--- config.mk ---
export PLATFORM = sky130hd
export DESIGN_NAME = rdq_qos_promote
export DESIGN_NICKNAME = d
export VERILOG_FILES = /design/src/rtl/rdq_qos_promote.sv
export SDC_FILE = /design/constraint.sdc
export NUM_CORES = 1
export LEC_CHECK = 0
export BUFFER_PORTS_ARGS = -buffer_cell sky130_fd_sc_hd__buf_2
export CORE_MARGIN = 2
export CORE_UTILIZATION = 60
export DETAILED_ROUTE_END_ITERATION = 10
export PLACE_DENSITY = 0.81
export SLEW_MARGIN = 40
export SYNTH_ARGS = -nofsm -noshare
export SYNTH_HDL_FRONTEND = slang
export SYNTH_SLANG_ARGS = --single-unit
export TNS_END_PERCENT = 50
--- constraint.sdc ---
create_clock -name clk -period 15.7 [get_ports clk]
set_input_delay 0.785 -clock clk [delete_from_list [all_inputs] [get_ports clk]]
set_output_delay 0.785 -clock clk [all_outputs]
set_load 0.02 [all_outputs]
--- src/rtl/rdq_qos_promote.sv ---
module rdq_qos_promote #(
  parameter int DEPTH = 8,
  parameter int AW    = 32,
  parameter int QW    = 4,
  parameter int CAPW  = 4,
  parameter int RW    = 32
) (
  input  logic          clk,
  input  logic          rst_n,
  input  logic          reg_we,
  input  logic [1:0]    reg_addr,
  input  logic [RW-1:0] reg_wdata,
  output logic [RW-1:0] reg_rdata,
  input  logic          cmd_valid,
  output logic          cmd_ready,
  input  logic [AW-1:0] cmd_addr,
  input  logic [QW-1:0] cmd_qos,
  input  logic          cap_sel,
  output logic          iss_valid,
  input  logic          iss_ready,
  output logic [AW-1:0] iss_addr,
  output logic [QW-1:0] iss_qos,
  input  logic          rd_done,
  output logic          mode32
);
  localparam int PW = (DEPTH > 1) ? $clog2(DEPTH) : 1;
  localparam int CW = PW + 1;

  logic [3:0]      ctrl;
  logic [CAPW-1:0] cap0, cap1;
  logic [QW-1:0]   sqos;

  logic [AW-1:0] addr_mem [DEPTH];
  logic [QW-1:0] qos_mem  [DEPTH];
  logic [PW-1:0] rd_ptr, wr_ptr;
  logic [CW-1:0] occ;
  logic [CAPW-1:0] outst;

  logic promo_en, capsel_en, fqos_en;
  logic push, pop;
  logic [CAPW-1:0] lim;
  logic [QW-1:0] head_qos, max_qos, in_qos;

  assign promo_en  = ctrl[3];
  assign capsel_en = ctrl[2];
  assign fqos_en   = ctrl[1];
  assign mode32    = ctrl[0];

  always_ff @(posedge clk) begin
    if (!rst_n) begin
      ctrl <= '0;
      cap0 <= '0;
      cap1 <= '0;
      sqos <= '0;
    end else if (reg_we) begin
      case (reg_addr)
        2'd0: ctrl <= reg_wdata[3:0];
        2'd1: begin
          cap0 <= reg_wdata[CAPW-1:0];
          cap1 <= reg_wdata[2*CAPW-1:CAPW];
        end
        2'd2: sqos <= reg_wdata[QW-1:0];
        default: ;
      endcase
    end
  end

  always_comb begin
    reg_rdata = '0;
    case (reg_addr)
      2'd0: reg_rdata[3:0] = ctrl;
      2'd1: reg_rdata[2*CAPW-1:0] = {cap1, cap0};
      2'd2: reg_rdata[QW-1:0] = sqos;
      default: ;
    endcase
  end

  assign lim       = (capsel_en && cap_sel) ? cap1 : cap0;
  assign in_qos    = fqos_en ? cmd_qos : sqos;
  assign cmd_ready = (occ != CW'(DEPTH));
  assign iss_valid = (occ != '0) && (outst < lim);
  assign push      = cmd_valid && cmd_ready;
  assign pop       = iss_valid && iss_ready;
  assign iss_addr  = addr_mem[rd_ptr];
  assign head_qos  = qos_mem[rd_ptr];

  always_comb begin
    max_qos = head_qos;
    for (int i = 1; i < DEPTH; i++) begin
      if (CW'(i) < occ && qos_mem[rd_ptr + PW'(i)] > max_qos)
        max_qos = qos_mem[rd_ptr + PW'(i)];
    end
  end

  assign iss_qos = promo_en ? max_qos : head_qos;

  always_ff @(posedge clk) begin
    if (push) begin
      addr_mem[wr_ptr] <= cmd_addr;
      qos_mem[wr_ptr]  <= in_qos;
    end
  end

  always_ff @(posedge clk) begin
    if (!rst_n) begin
      rd_ptr <= '0;
      wr_ptr <= '0;
      occ    <= '0;
    end else begin
      if (push) wr_ptr <= wr_ptr + 1'b1;
      if (pop)  rd_ptr <= rd_ptr + 1'b1;
      if (push && !pop)      occ <= occ + 1'b1;
      else if (pop && !push) occ <= occ - 1'b1;
    end
  end

  always_ff @(posedge clk) begin
    if (!rst_n)                              outst <= '0;
    else if (pop && !rd_done)                outst <= outst + 1'b1;
    else if (!pop && rd_done && outst != '0) outst <= outst - 1'b1;
  end


  full_blocks_chk: assert property (@(posedge clk) disable iff (!rst_n)
    (occ == CW'(DEPTH)) |-> !cmd_ready);


  no_overflow_chk: assert property (@(posedge clk) disable iff (!rst_n)
    occ <= CW'(DEPTH));


  both_hold_chk: assert property (@(posedge clk) disable iff (!rst_n)
    (pop && rd_done) |=> (outst == $past(outst)));


  issue_inc_chk: assert property (@(posedge clk) disable iff (!rst_n)
    (pop && !rd_done) |=> (outst == $past(outst) + 1'b1));


  cap_block_chk: assert property (@(posedge clk) disable iff (!rst_n)
    (outst >= lim) |-> !pop);


  promo_floor_chk: assert property (@(posedge clk) disable iff (!rst_n)
    (promo_en && occ != '0) |-> (iss_qos >= head_qos));


  ctrl_upper_chk: assert property (@(posedge clk) disable iff (!rst_n)
    (reg_addr == 2'd0) |-> (reg_rdata[RW-1:4] == '0));
endmodule

Word level (Yosys, flattened, before mapping)
Memories as Yosys holds them, arrays and structs flattened. A register that Yosys moved wholly into a read port is not among the register bits.
Cells that the tools add are included.
- memory bits (read-only): 0
- RAM bits: 288
- memories: 2
- latch bits: 0
- flip-flop bits (word level): 30
- output and inout bits: 71
- logic and storage cells: 89
- bits of input ports: 77
- memories (name ; depth ; width ; read ports ; clocked after Yosys merged registers in ; write ports ; line ; source):
    addr_mem ; 8 ; 32 ; 1 ; 1 ; 1 ; 33 ; logic [AW-1:0] addr_mem [DEPTH];
    qos_mem ; 8 ; 4 ; 8 ; 1 ; 1 ; 34 ; logic [QW-1:0] qos_mem [DEPTH];
- bitwise operators: 0
- div/mod/pow operators: 0
- magnitude comparators: 15
- shift-type cells: 0
- equality and inequality tests: 3
- add/subtract/negate cells: 12
- multiplexer cells: 22
- $mul: 0
- reductions and logical operators: 27
- operators with widths (operator ; count):
    4-bit 2-to-1 mux ; 15
    4-bit greater-than comparator ; 7
    1-bit logical AND ; 16
    3-bit by 4-bit less-than comparator with 1-bit output, first input constant ; 4
    3-bit adder, second input constant ; 4
    3-bit 2-to-1 mux ; 4
    4-bit one-hot mux with 3 select lines ; 1
    4-bit by 1-bit adder with 4-bit output, second input constant ; 2
    2-bit by 4-bit less-than comparator with 1-bit output, first input constant ; 2
    4-bit nonzero test ; 2
    4-bit by 1-bit subtractor with 4-bit output, second input constant ; 2
    3-bit by 1-bit adder with 3-bit output, second input constant ; 2
    3-bit by 2-bit adder with 3-bit output, second input constant ; 2
    2-bit AND reduction ; 3
    1-bit by 4-bit less-than comparator with 1-bit output, first input constant ; 1
    4-bit less-than comparator ; 1
    4-bit != test, second input constant ; 1
    2-bit nonzero test ; 2
    1-bit logical NOT ; 3
    2-bit by 1-bit == test with 1-bit output, second input constant ; 1
    2-bit == test, second input constant ; 1
    2-bit logical NOT ; 1
    1-bit 2-to-1 mux ; 2

Logic depth before layout (Yosys ltp)
An unclocked memory read counts as a cell.
- depth in word-level cells: 24
- gate-level depth with buffers: 56
- gate-level depth less buffers: 52

Worst setup path before layout
No wires, ideal clock.
- path type: reg2out
- from: register rd_ptr[1]
- to: output iss_qos[1]
- data arrival time: 11.476 ns
- cell stages (with the launch flop): 53
- slack: 3.439 ns
- path through: dfxtp_1 > buf_2 > buf_1 > inv_1 > ha_1 > buf_6 > clkbuf_1 > mux4_2 > mux2_2 > ha_1 > and3_1 > a221oi_1 > nor2_1 > mux2i_1 > ha_1 > and2_1 > and3_1 > o221a_1 > [... 17 more ...] > or3b_4 > a31o_4 > mux2i_1 > inv_1 > ha_1 > a21oi_1 > o21ai_0 > o21a_1 > o21a_1 > nor2_1 > a21oi_1 > ha_1 > o21a_1 > o21a_1 > o211ai_1 > nor2_1 > a211o_1 > o21ai_0
- longest elaborated chain between the ends: 24
- elaborated cells between the ends (all ways): 30
- RTL lines (item ; line ; source):
    start: declaration ; 35 ; logic [PW-1:0] rd_ptr, wr_ptr;
    start signal: assignment ; 111 ; if (pop) rd_ptr <= rd_ptr + 1'b1;
    3-bit by 1-bit adder with 3-bit output ; 90, 91 ;
    memory 8 x 4 bit (*) ; - ;
    4-bit greater-than comparator ; 90 ; if (CW'(i) < occ && qos_mem[rd_ptr + PW'(i)] > max_qos)
    1-bit logical AND ; 90 ;
    4-bit 2-to-1 mux ; 90 ;
    4-bit greater-than comparator ; 90 ;
    1-bit logical AND ; 90 ;
    4-bit 2-to-1 mux ; 90 ;
    [... 8 more ...] ; - ;
    4-bit 2-to-1 mux ; 90 ;
    4-bit greater-than comparator ; 90 ;
    1-bit logical AND ; 90 ;
    4-bit 2-to-1 mux ; 90 ;
    4-bit greater-than comparator ; 90 ;
    1-bit logical AND ; 90 ;
    4-bit 2-to-1 mux (*) ; 90 ;
    4-bit 2-to-1 mux (*) ; 95 ; assign iss_qos = promo_en ? max_qos : head_qos;
    end: declaration ; 22 ; output logic [QW-1:0] iss_qos,
Every way passes the cells marked *; elsewhere a longest branch is shown, timed or not.

Worst setup path after layout
- from: register rd_ptr[0]
- to: output iss_qos[1]
Same word-level chain as after synthesis.

==> run summary <==
The DRC violations left is 0. The post-synthesis cell area came out at 0.0153 sq mm. The setup fix buffers added after clock tree synthesis is 0.

The number of antenna violations at the first check in global routing came out at 2. The number of instances in the synthesized netlist came out at 914. The reported leakage power came out at 5.81 nW.

The highest achievable clock rate came out at 0.0709 GHz. The die covers 0.0268 sq mm. The master cell of the clock root buffer is sky130_fd_sc_hd__clkbuf_16. The worst min-delay path category is in -> reg.

The highest layer touched by signal routing is met5. The pre-antenna-repair detailed-routing pass consisted of 5 iterations. The number of max-slew violations in the final report is 0. The standard cell area after detailed placement came out at 0.0162 sq mm.

The routed length per placed instance is 22.6 um. The share of async-settable or async-resettable flops after synthesis came out at 0. Sorting the synthesized cells by area gives the leading types as sky130_fd_sc_hd__edfxtp_1, sky130_fd_sc_hd__mux4_2, sky130_fd_sc_hd__dfxtp_1, sky130_fd_sc_hd__mux2_2, sky130_fd_sc_hd__mux2i_1.

The post-synthesis sequential area ratio came out at 0.607. The filler cells instantiated in the layout total 1,607. Setup total negative slack on the finished layout was measured at 0 ns.

The total overflow left after global routing is 0. The data arrival time of the critical path came out at 13.33 ns. The critical path class is reg -> out.

The required time of the worst setup path came out at 14.91 ns. Setup repair after global routing left no endpoint under its margin. The power density relative to cell area came out at 186 mW/mm^2. The number of global-route vias before repair was 8,530.

The total setup violations reported at the end of the flow came out at 0. The final cycle utilization of the critical path came out at 0.899. The total routed wirelength came out at 31,100 um.

The largest clock skew in the final design is 0.0394 ns. For this run, the leading register cell type out of synthesis is sky130_fd_sc_hd__edfxtp_1. The met1 wire length is 13,000 um. The post-layout instance area is 0.0172 sq mm. After clock tree synthesis, the clock-pin slew on the worst setup and hold paths is 0.06 ns. The routed design uses 15,700 um of met2 wire. Counting flops with a built-in enable in the synthesized netlist gives 288. The first-pass GRT wire length is 48,100 um. In this run, synthesis produced a sequential element count of 321. The maximum number of pins on one net before global-route repair came out at 40.

Along the worst path, the maximum fanout reaches 34. Among all stages on the critical path, the largest delay is contributed by sky130_fd_sc_hd__ha_2. From synthesis to final layout, the design area changed by 12.1%. Once detailed placement completed, the half-perimeter wirelength came to 18,500 um. Buffers placed on the I/O ports in this run total 99. The maximum VDD drop came out at 0.150 mV. The synthesized area per cell is 16.8 sq um. The number of synthesis warnings is 0. The endpoint type of the worst setup path is a primary output.

The count of hold buffers inserted by post-cts repair came out at 0. The first routing iteration left 746 violations. The effective utilization at floorplan came out at 0.610. TritonCTS built the clock tree. The total routing usage reported by global routing is 0.236. The peak per-stage delay on the critical path is 0.70 ns. Summed over all instances, the cell type with the most area after synthesis is sky130_fd_sc_hd__edfxtp_1. After detailed routing, the met3 layer carries 1850 um of wire.

The worst setup path is launched from a flip-flop. For the finished layout, the period the worst path requires is 14.11 ns. Gates resized during post-CTS repair numbered 0.

The cell seen most often among critical-path stages is sky130_fd_sc_hd__ha_1. At the end of routability-driven placement, the weighted congestion stood at 0.946. The height of the chip came out at 164 um.

The fraction of final layout cells with drive strength greater than 1 is 0.337. The end-of-flow core utilization is 0.684. The post-detailed-route count of antenna-violating nets is 0. The total number of H-tree levels came out at 1. The placement row count came out at 58.

The floorplan die width came out at 164 um. The number of distinct library cells after synthesis is 72. The maximum root-to-sink buffer count came out at 3. The number of max-capacitance violations reported is 0. The slew at the pin closest to its max-slew limit came out at 0.810 ns. The post-route total power came out at 0.00319 W. The mean number of vias per cell is 6.18. The run finished with clean final reports. The share of the synthesized area in the top cell type came out at 0.564.

The placeable core region is 0.0251 sq mm. The count of boundary I/O pins is 148. Clock latency on the worst-skew pair, taken at its later pin, is 0.57 ns. The sink count of the clock tree came out at 321.

The routed layout has 8,498 vias. The number of hold violations in the final report is 0. In this run the tightest slew margin relative to its limit is 0.459. The final layout contains 1,129 nets. The number of buffers created by CTS came out at 30.
## metal layers
layer	track usage	up-vias
met5	0	-
met4	0.0618	2
met3	0.0384	39
met2	0.394	285
met1	0.327	4321
li1	-	3851
## final cells by class
cell class | instances | area (sq um) | area share
sequential | 321 | 9320 | 0.543
inverter | 20 | 75.1 | 0.00437
antenna | 1 | 2.50 | 0.000146
clock inverter | 17 | 206 | 0.0120
clock buffer | 38 | 781 | 0.0455
multi-input combinational | 533 | 5750 | 0.335
tap | 330 | 413 | 0.0240
timing repair buffer | 114 | 633 | 0.0369
## synth_stat cells (3+ instances only)
| library cell | n |
|---|---|
| sky130_fd_sc_hd__o211ai_1 | 6 |
| sky130_fd_sc_hd__edfxtp_1 | 288 |
| sky130_fd_sc_hd__inv_1 | 20 |
| sky130_fd_sc_hd__nand3_1 | 15 |
| sky130_fd_sc_hd__a21oi_1 | 15 |
| sky130_fd_sc_hd__ha_1 | 31 |
| sky130_fd_sc_hd__mux2_4 | 3 |
| sky130_fd_sc_hd__a31oi_1 | 3 |
| sky130_fd_sc_hd__xnor2_1 | 8 |
| sky130_fd_sc_hd__or4_1 | 4 |
| sky130_fd_sc_hd__o21ai_0 | 19 |
| sky130_fd_sc_hd__a211oi_2 | 3 |
| sky130_fd_sc_hd__buf_2 | 4 |
| sky130_fd_sc_hd__buf_1 | 10 |
| sky130_fd_sc_hd__mux4_2 | 103 |
| sky130_fd_sc_hd__or2_2 | 3 |
| sky130_fd_sc_hd__clkbuf_1 | 24 |
| sky130_fd_sc_hd__nand2b_1 | 8 |
| sky130_fd_sc_hd__buf_4 | 24 |
| sky130_fd_sc_hd__and2_1 | 17 |
| sky130_fd_sc_hd__xor2_1 | 4 |
| sky130_fd_sc_hd__nor2_1 | 22 |
| sky130_fd_sc_hd__o21a_1 | 9 |
| sky130_fd_sc_hd__a211oi_1 | 4 |
| sky130_fd_sc_hd__a211o_1 | 3 |
| sky130_fd_sc_hd__nand2_1 | 43 |
| sky130_fd_sc_hd__dfxtp_1 | 33 |
| sky130_fd_sc_hd__mux2_2 | 57 |
| sky130_fd_sc_hd__nand4_1 | 3 |
| sky130_fd_sc_hd__mux2i_1 | 44 |
| sky130_fd_sc_hd__nor2b_1 | 10 |
| sky130_fd_sc_hd__a21boi_0 | 16 |
| sky130_fd_sc_hd__and3_1 | 4 |
| sky130_fd_sc_hd__a21o_1 | 5 |
| sky130_fd_sc_hd__nor3_1 | 4 |
## sequential cells by signal (all words and copies together) (netlist names), 4 cells and up, named ones only
name      flops
ctrl          4
cap0          4
sqos          4
occ           4
outst         4
cap1          4
qos_mem      32
addr_mem    256
## path summary, 6_finish.rpt
kind / start / to / slack [ns] / cells past startpoint
max: rd_ptr[0] / iss_qos[1] / 1.59 / 50
min: cmd_addr[16] / addr_mem[6][16] / 0.48 / 1
max reg2reg: ctrl[2] / outst[3] / 12.08 / 15
min reg2reg: cap0[1] / cap0[1] / 0.48 / 2
## stage by stage
stage | setup WS [ns] | hold slack [ns] | cells
2_1_floorplan | 3.44 | 0.451 | 937
3_3_place_gp | 2.23 | 0.466 | 1316
3_5_place_dp | 1.98 | 0.475 | 1317
4_1_cts | 1.43 | 0.462 | 1372
5_1_grt | 0.540 | 0.471 | 1374
6_report | 1.59 | 0.480 | 1374
## kinds of logic (layout without fill, tap and decap cells)
group,Yosys count,count (layout),synth area share
multiplexers,209,209,0.226
flip-flops,321,321,0.607
AO/OA/AOI/OAI,111,111,0.0544
adder cells (fa/ha/maj),32,32,0.0266
other,1,25,0.000245
AND/OR/NAND/NOR,143,143,0.0482
buffers and inverters,83,189,0.0270
XOR/XNOR,14,14,0.00972
## power by group
| part | internal, W | total, W | switching, W | leakage (nW) |
|---|---|---|---|---|
| combinational | 0.000658 | 0.00144 | 0.000786 | 2.45 |
| clock | 0.000418 | 0.000717 | 0.000299 | 0.472 |
| sequential | 0.000985 | 0.00103 | 0.0000402 | 2.89 |
## critical path, delay by kind of cell (launching register included)
family,cells,cell delay [ns]
AND/OR/NAND/NOR,11,2.01
adder cells (fa/ha/maj),8,2.88
multiplexers,6,1.84
AO/OA/AOI/OAI,20,4.76
buffers and inverters,5,0.95
flip-flops,1,0.31
## layout by cell type, fill, tap and decap left out, drive strengths merged, types with 4 or more instances in the layout
cell type	count
a21o	5
dfxtp	33
ha	31
o211ai	6
xnor2	9
nand2b	8
or2	4
inv	20
mux4	103
nor3	4
nor2b	10
nand2	43
nor2	22
bufinv	4
o21a	9
a211oi	7
edfxtp	288
nand3	16
o21ai	22
xor2	5
a21boi	16
mux2	62
and2	17
clkbuf	38
buf	114
conb	24
clkinv	12
a21oi	17
mux2i	44
or4	4
and3	4
No activity file was read; power rests on OpenSTA's default activity.
